$ cat src/rtl/bcdcal_pkg.sv
package bcdcal_pkg;

    typedef struct packed {
        logic       cb;
        logic [7:0] yr;
        logic [7:0] mon;
        logic [7:0] date;
        logic [7:0] dow;
        logic [7:0] hr;
        logic [7:0] min;
        logic [7:0] sec;
    } cal_time_t;

    typedef struct packed {
        logic       wr;
        logic       rd;
        logic [5:0] trim;
        logic       stop;
        logic       ft;
        logic       ceb;
    } cal_ctrl_t;

    typedef enum logic [2:0] {
        SLOT_CTRL = 3'd0,
        SLOT_SEC  = 3'd1,
        SLOT_MIN  = 3'd2,
        SLOT_HR   = 3'd3,
        SLOT_DOW  = 3'd4,
        SLOT_DATE = 3'd5,
        SLOT_MON  = 3'd6,
        SLOT_YR   = 3'd7
    } slot_e;

    localparam cal_time_t TIME_RST = '{cb: 1'b0, yr: 8'h00, mon: 8'h01, date: 8'h01,
                                       dow: 8'h01, hr: 8'h00, min: 8'h00, sec: 8'h00};
    localparam cal_ctrl_t CTRL_RST = '{wr: 1'b0, rd: 1'b0, trim: 6'h00,
                                       stop: 1'b1, ft: 1'b0, ceb: 1'b0};

    // BCD increment of a two-digit value (no wrap handling).
    function automatic logic [7:0] bcd_inc(input logic [7:0] v);
        if (v[3:0] == 4'h9) return {v[7:4] + 4'h1, 4'h0};
        return {v[7:4], v[3:0] + 4'h1};
    endfunction

    // Year is a multiple of four when (2*tens + ones) mod 4 is zero.
    function automatic logic leap_year(input logic [7:0] yr);
        logic [1:0] r;
        r = yr[1:0] + {yr[4], 1'b0};
        return (r == 2'd0);
    endfunction

    function automatic logic [7:0] month_last(input logic [7:0] mon, input logic [7:0] yr);
        case (mon)
            8'h02:                      return leap_year(yr) ? 8'h29 : 8'h28;
            8'h04, 8'h06, 8'h09, 8'h11: return 8'h30;
            default:                    return 8'h31;
        endcase
    endfunction

endpackage

$ cat src/rtl/bcdcal_counter.sv
module bcdcal_counter
    import bcdcal_pkg::*;
(
    input  logic      clk,
    input  logic      rst_n,
    input  logic      tick,
    input  logic      run,
    input  logic      load,
    input  cal_time_t load_val,
    input  logic      cb_wr,
    input  logic      cb_val,
    input  logic      ceb,
    output cal_time_t cnt_o,
    output cal_time_t nxt_o
);

    cal_time_t cnt_q, cnt_d;

    always_comb begin
        cnt_d = cnt_q;
        if (tick && run) begin
            if (cnt_q.sec == 8'h59) begin
                cnt_d.sec = 8'h00;
                if (cnt_q.min == 8'h59) begin
                    cnt_d.min = 8'h00;
                    if (cnt_q.hr == 8'h23) begin
                        cnt_d.hr  = 8'h00;
                        cnt_d.dow = (cnt_q.dow == 8'h07) ? 8'h01 : bcd_inc(cnt_q.dow);
                        if (cnt_q.date == month_last(cnt_q.mon, cnt_q.yr)) begin
                            cnt_d.date = 8'h01;
                            if (cnt_q.mon == 8'h12) begin
                                cnt_d.mon = 8'h01;
                                if (cnt_q.yr == 8'h99) begin
                                    cnt_d.yr = 8'h00;
                                    if (ceb) cnt_d.cb = ~cnt_q.cb;
                                end else begin
                                    cnt_d.yr = bcd_inc(cnt_q.yr);
                                end
                            end else begin
                                cnt_d.mon = bcd_inc(cnt_q.mon);
                            end
                        end else begin
                            cnt_d.date = bcd_inc(cnt_q.date);
                        end
                    end else begin
                        cnt_d.hr = bcd_inc(cnt_q.hr);
                    end
                end else begin
                    cnt_d.min = bcd_inc(cnt_q.min);
                end
            end else begin
                cnt_d.sec = bcd_inc(cnt_q.sec);
            end
        end
        if (cb_wr) cnt_d.cb = cb_val;
        if (load)  cnt_d    = load_val;
    end

    always_ff @(posedge clk or negedge rst_n) begin
        if (!rst_n) cnt_q <= TIME_RST;
        else        cnt_q <= cnt_d;
    end

    assign cnt_o = cnt_q;
    assign nxt_o = cnt_d;

endmodule

$ cat src/rtl/bcdcal_mirror.sv
module bcdcal_mirror
    import bcdcal_pkg::*;
(
    input  logic       clk,
    input  logic       rst_n,
    input  logic       tick,
    input  logic       wr_en,
    input  slot_e      slot,
    input  logic [7:0] wdata,
    input  cal_time_t  cnt_nxt,
    output cal_time_t  mir_o,
    output cal_ctrl_t  ctrl_o,
    output logic       commit_o,
    output logic       cb_wr_o,
    output logic       cb_val_o
);

    typedef struct packed {
        cal_time_t t;
        cal_ctrl_t c;
    } mir_state_t;

    mir_state_t st_q, st_d;
    logic       commit_d;
    logic       refresh_d;

    always_comb begin
        st_d      = st_q;
        commit_d  = wr_en && (slot == SLOT_CTRL) && st_q.c.wr && !wdata[7];
        refresh_d = tick && !st_q.c.rd && !st_q.c.wr;

        if (refresh_d) st_d.t = cnt_nxt;

        if (wr_en) begin
            case (slot)
                SLOT_CTRL: begin
                    st_d.c.wr   = wdata[7];
                    st_d.c.rd   = wdata[6];
                    st_d.c.trim = wdata[5:0];
                end
                SLOT_SEC: begin
                    st_d.c.stop = wdata[7];
                    st_d.t.sec  = {1'b0, wdata[6:0]};
                end
                SLOT_MIN:  st_d.t.min  = {1'b0, wdata[6:0]};
                SLOT_HR:   st_d.t.hr   = {2'b00, wdata[5:0]};
                SLOT_DOW: begin
                    st_d.c.ft  = wdata[6];
                    st_d.c.ceb = wdata[5];
                    st_d.t.cb  = wdata[4];
                    st_d.t.dow = {5'b0, wdata[2:0]};
                end
                SLOT_DATE: st_d.t.date = {2'b00, wdata[5:0]};
                SLOT_MON:  st_d.t.mon  = {3'b000, wdata[4:0]};
                default:   st_d.t.yr   = wdata;
            endcase
        end
    end

    always_ff @(posedge clk or negedge rst_n) begin
        if (!rst_n) begin
            st_q.t <= TIME_RST;
            st_q.c <= CTRL_RST;
        end else begin
            st_q <= st_d;
        end
    end

    assign mir_o    = st_q.t;
    assign ctrl_o   = st_q.c;
    assign commit_o = commit_d;
    assign cb_wr_o  = wr_en && (slot == SLOT_DOW);
    assign cb_val_o = wdata[4];

endmodule

$ cat src/rtl/bcdcal_regs.sv
module bcdcal_regs
    import bcdcal_pkg::*;
#(
    parameter int ADDR_W = 15
) (
    input  logic              clk,
    input  logic              rst_n,
    input  logic              tick_1hz,
    input  logic              cs,
    input  logic              we,
    input  logic [ADDR_W-1:0] addr,
    input  logic [7:0]        wdata,
    output logic [7:0]        rdata
);

    localparam int SLOT_W    = 3;
    localparam int NUM_SLOTS = 1 << SLOT_W;

    logic                 in_range;
    logic [NUM_SLOTS-1:0] slot_hit;
    slot_e                slot;
    cal_time_t            cnt_w, nxt_w, mir_w;
    cal_ctrl_t            ctrl_w;
    logic                 commit_w, cb_wr_w, cb_val_w;
    logic                 stop_w, rd_halt_w, wr_halt_w, ceb_w;
    logic [7:0]           rdata_q, rdata_d;
    logic [7:0]           slot_byte [NUM_SLOTS];

    assign in_range = &addr[ADDR_W-1:SLOT_W];
    assign slot     = slot_e'(addr[SLOT_W-1:0]);

    for (genvar g = 0; g < NUM_SLOTS; g++) begin : g_hit
        assign slot_hit[g] = in_range && (addr[SLOT_W-1:0] == SLOT_W'(g));
    end

    bcdcal_mirror u_mirror (
        .clk      (clk),
        .rst_n    (rst_n),
        .tick     (tick_1hz),
        .wr_en    (cs && we && in_range),
        .slot     (slot),
        .wdata    (wdata),
        .cnt_nxt  (nxt_w),
        .mir_o    (mir_w),
        .ctrl_o   (ctrl_w),
        .commit_o (commit_w),
        .cb_wr_o  (cb_wr_w),
        .cb_val_o (cb_val_w)
    );

    bcdcal_counter u_counter (
        .clk      (clk),
        .rst_n    (rst_n),
        .tick     (tick_1hz),
        .run      (!ctrl_w.stop),
        .load     (commit_w),
        .load_val (mir_w),
        .cb_wr    (cb_wr_w),
        .cb_val   (cb_val_w),
        .ceb      (ctrl_w.ceb),
        .cnt_o    (cnt_w),
        .nxt_o    (nxt_w)
    );

    assign stop_w    = ctrl_w.stop;
    assign rd_halt_w = ctrl_w.rd;
    assign wr_halt_w = ctrl_w.wr;
    assign ceb_w     = ctrl_w.ceb;

    always_comb begin
        slot_byte[SLOT_CTRL] = {ctrl_w.wr, ctrl_w.rd, ctrl_w.trim};
        slot_byte[SLOT_SEC]  = {ctrl_w.stop, mir_w.sec[6:0]};
        slot_byte[SLOT_MIN]  = {1'b0, mir_w.min[6:0]};
        slot_byte[SLOT_HR]   = {2'b00, mir_w.hr[5:0]};
        slot_byte[SLOT_DOW]  = {1'b0, ctrl_w.ft, ctrl_w.ceb, mir_w.cb, 1'b0, mir_w.dow[2:0]};
        slot_byte[SLOT_DATE] = {2'b00, mir_w.date[5:0]};
        slot_byte[SLOT_MON]  = {3'b000, mir_w.mon[4:0]};
        slot_byte[SLOT_YR]   = mir_w.yr;
    end

    always_comb begin
        rdata_d = rdata_q;
        if (cs && !we) begin
            rdata_d = 8'h00;
            for (int i = 0; i < NUM_SLOTS; i++) begin
                if (slot_hit[i]) rdata_d = slot_byte[i];
            end
        end
    end

    always_ff @(posedge clk or negedge rst_n) begin
        if (!rst_n) rdata_q <= 8'h00;
        else        rdata_q <= rdata_d;
    end

    assign rdata = rdata_q;

endmodule

$ cat config.mk
export PLATFORM = sky130hd
export DESIGN_NAME = bcdcal_regs
export DESIGN_NICKNAME = d
export VERILOG_FILES = /design/src/rtl/bcdcal_pkg.sv /design/src/rtl/bcdcal_counter.sv /design/src/rtl/bcdcal_mirror.sv /design/src/rtl/bcdcal_regs.sv
export SDC_FILE = /design/constraint.sdc
export NUM_CORES = 1
export LEC_CHECK = 0
export BUFFER_PORTS_ARGS = -buffer_cell sky130_fd_sc_hd__buf_2
export CORE_MARGIN = 5
export CORE_UTILIZATION = 50
export CTS_CLUSTER_SIZE = 16
export DETAILED_ROUTE_END_ITERATION = 10
export PLACE_DENSITY = 0.67
export SYNTH_ARGS = -nofsm -noshare
export SYNTH_HDL_FRONTEND = slang
export SYNTH_SLANG_ARGS = --single-unit
$ cat constraint.sdc
create_clock -name clk -period 3.1 [get_ports clk]
set_input_delay 0.62 -clock clk [delete_from_list [all_inputs] [get_ports clk]]
set_output_delay 0.62 -clock clk [all_outputs]
set_load 0.01 [all_outputs]
==> flow_metrics.tcl <==
set metrics [dict create \
    syn_avg_cell_area_um2 8.92 \
    p_per_area_nw_per_um2 486 \
    synth_cell_type_count 60 \
    post-route-min-period_ns 2.90 \
    final_core_util_pct 58.6 \
    grt_antenna_before_repair 0 \
    fill_cells 1353 \
    ys_top_cells_by_area "dfrtp_1 40%, nand2_1 5.4%, nor2_1 5.4%" \
    grt_pass1_wl_um 33700 \
    grt_setup_unrepaired "false" \
    clock_skew_ns 0.00775 \
    synth_edf_count 0 \
    cts_max_level 4 \
    cts_root_buf "clkbuf_16" \
    grt_max_degree 66 \
    tns_ns 0 \
    nets 964 \
    end_kind "flip-flop" \
    cts_tree "yes" \
    drtPass1Iterations 5 \
    cts_hold_buffers 0 \
    die_area_um2 18200 \
    synth_area_leader_cell "dfrtp_1" \
    synth_fp_nets 927 \
    worstMarginPinSlew_ns 1.07 \
    synth_cells 873 \
    worstPathRequired_ns 3.41 \
    vias_per_cell 5.91 \
    insertion_delay_ns 0.42 \
    antenna-diode-count 0 \
    area_delta_synth_final_pct 14.9 \
    cp_max_fo 10 \
    start_kind "flip-flop" \
    status "finished, final reports clean" \
    final_antenna_net_count 0 \
    cts_resized 0 \
    async_flop_share_pct 100 \
    ys_ff_latch 133 \
    yosysTopAreaCellShare_pct 40.5 \
    critPathKind "flip-flop to flip-flop" \
    drc_errors 0 \
    io_pins 36 \
    grt_pass1_vias 6235 \
    stdcell_count 1134 \
    die_height_um 135 \
    totalPowerFinal_uw 4350 \
    drt-initial-drc-count 545 \
    fin_crit_sh_pct 93.7 \
    arrival_ns 3.22 \
    cts_setup_buffers 0 \
    fmax_mhz 344 \
    syn_area_um2 7790 \
    ys.warnings.count 0 \
    start_util_pct 51.1 \
    synth.most_common_cell "dfrtp_1" \
    hold_viol 0 \
    cts.sinks 133 \
    synth_ff_type "dfrtp_1" \
    layout-drive-gt1-share_pct 16.9 \
    r2r-start "u_counter.cnt_o[44]" \
    setup_violations 0 \
    die_width_um 135 \
    clk_pin_slew_worst_paths_ns 0.06 \
    rr_worst_depth 10 \
    rows 45 \
    numCtsBuffers 17 \
    r2r_end "u_counter.cnt_o[51]" \
    gp_congestion 0.854 \
    wl_um 21100 \
    vias 6706 \
    slew_viol_final 0 \
    whs_ns 0.196 \
    holdCritPathClass "input pin to async pin" \
    p_leak_uw 0.00402 \
    post_drt_wl_per_cell_um 18.6 \
    ys_top_cells_by_count "126 x dfrtp_1, 113 x nand2_1, 112 x nor2_1, 62 x a21oi_1, 59 x o21ai_0" \
    ys_seq_area_share_pct 42.8 \
    gr-total-overflow 0 \
    clock_path_buffers 2 \
    slew_headroom_pct 28.5 \
    r2r_slack_ns 0.20 \
    dp.cells 1102 \
    hpwl_um 14500 \
    io_buffers 35 \
    irDropWorstVdd_uv 377 \
    grtUsageTotal_pct 23.7 \
    design.core.area_um2 15300 \
    maxCapViolations 0 \
]
==> per-stage QoR <==
stage,cell area [µm²],worst slack (ns)
after floorplan,7790,0.431
after global placement,8340,0.181
after detailed placement,8340,0.148
after CTS,8940,0.217
after global routing,8950,0.0267
final,8950,0.197
==> final cells by class <==
| type | instances | area, µm² | area share [%] |
|---|---|---|---|
| Clock buffer | 19 | 443 | 4.95 |
| Inverter | 19 | 71.3 | 0.797 |
| Sequential cell | 133 | 3340 | 37.3 |
| Timing Repair Buffer | 69 | 474 | 5.30 |
| Clock inverter | 13 | 158 | 1.76 |
| Multi-Input combinational cell | 670 | 4200 | 47.0 |
| Tap cell | 211 | 264 | 2.95 |
==> flip-flops by register name, summed over array words and instances, names as in the netlist <==
| signal | count |
|---|---|
| u_mirror.ctrl_o | 11 |
| u_counter.cnt_o | 57 |
| rdata | 8 |
| u_mirror.mir_o | 57 |
==> worst max-delay path, stage by stage (launching register included) <==
cell      delay [ns]
dfrtp_1         0.42
inv_1           0.10
ha_1            0.13
or3b_2          0.53
a2111o_1        0.35
and3_2          0.29
nor4_4          0.26
buf_4           0.22
nand3_1         0.10
xor2_1          0.16
o31ai_1         0.24
==> per-layer routing <==
metal	share of wire (%)	GRT usage, %	wire length (µm)
met5	0	0	0
met4	1.3	6.39	276
met3	4.9	4.92	1030
met2	47	37.0	9890
met1	47	33.7	9910
==> worst max-delay path by stage <==
stage | from | to | slack (ns)
after floorplan | addr[7] | u_counter.cnt_o[36] | 0.43
after global placement | addr[7] | u_mirror.mir_o[28] | 0.18
after detailed placement | addr[7] | u_mirror.mir_o[28] | 0.15
after CTS | u_counter.cnt_o[44] | u_mirror.mir_o[54] | 0.22
final | u_counter.cnt_o[44] | u_counter.cnt_o[51] | 0.20
after global routing | u_counter.cnt_o[45] | u_mirror.mir_o[54] | 0.03
==> power breakdown <==
group          switching [µW]  leakage (µW)  internal [µW]
Sequential               91.0       0.00176           1820
Clock                     779      0.000285           1280
Combinational             222       0.00198            152
Total                    1090       0.00402           3260
==> cells in the final DEF, fill, tap and decap left out, drive strengths merged, types with 9 or more instances in the layout <==
cell	instances
dfrtp	126
nand2	113
nor2	112
buf	69
a21oi	62
o21ai	60
nand3	28
a31oi	27
ha	26
nor3	22
mux2i	21
inv	19
clkbuf	19
mux2	15
nand4	12
nand2b	11
nor4	11
o211ai	10
o21a	10
a211oi	10
mux4	9
==> cell families (layout without fill, tap and decap cells) <==
group	count (synthesis)	after routing	share of synthesized area (%)
buffers and inverters	70	120	3.58
AND/OR/NAND/NOR	370	370	23.5
multiplexers	45	45	7.47
AO/OA/AOI/OAI	216	216	17.0
adder cells (fa/ha/maj)	26	26	4.18
flip-flops	133	133	42.8
XOR/XNOR	13	13	1.46
Note: power is estimated with default switching activity, not from simulation.
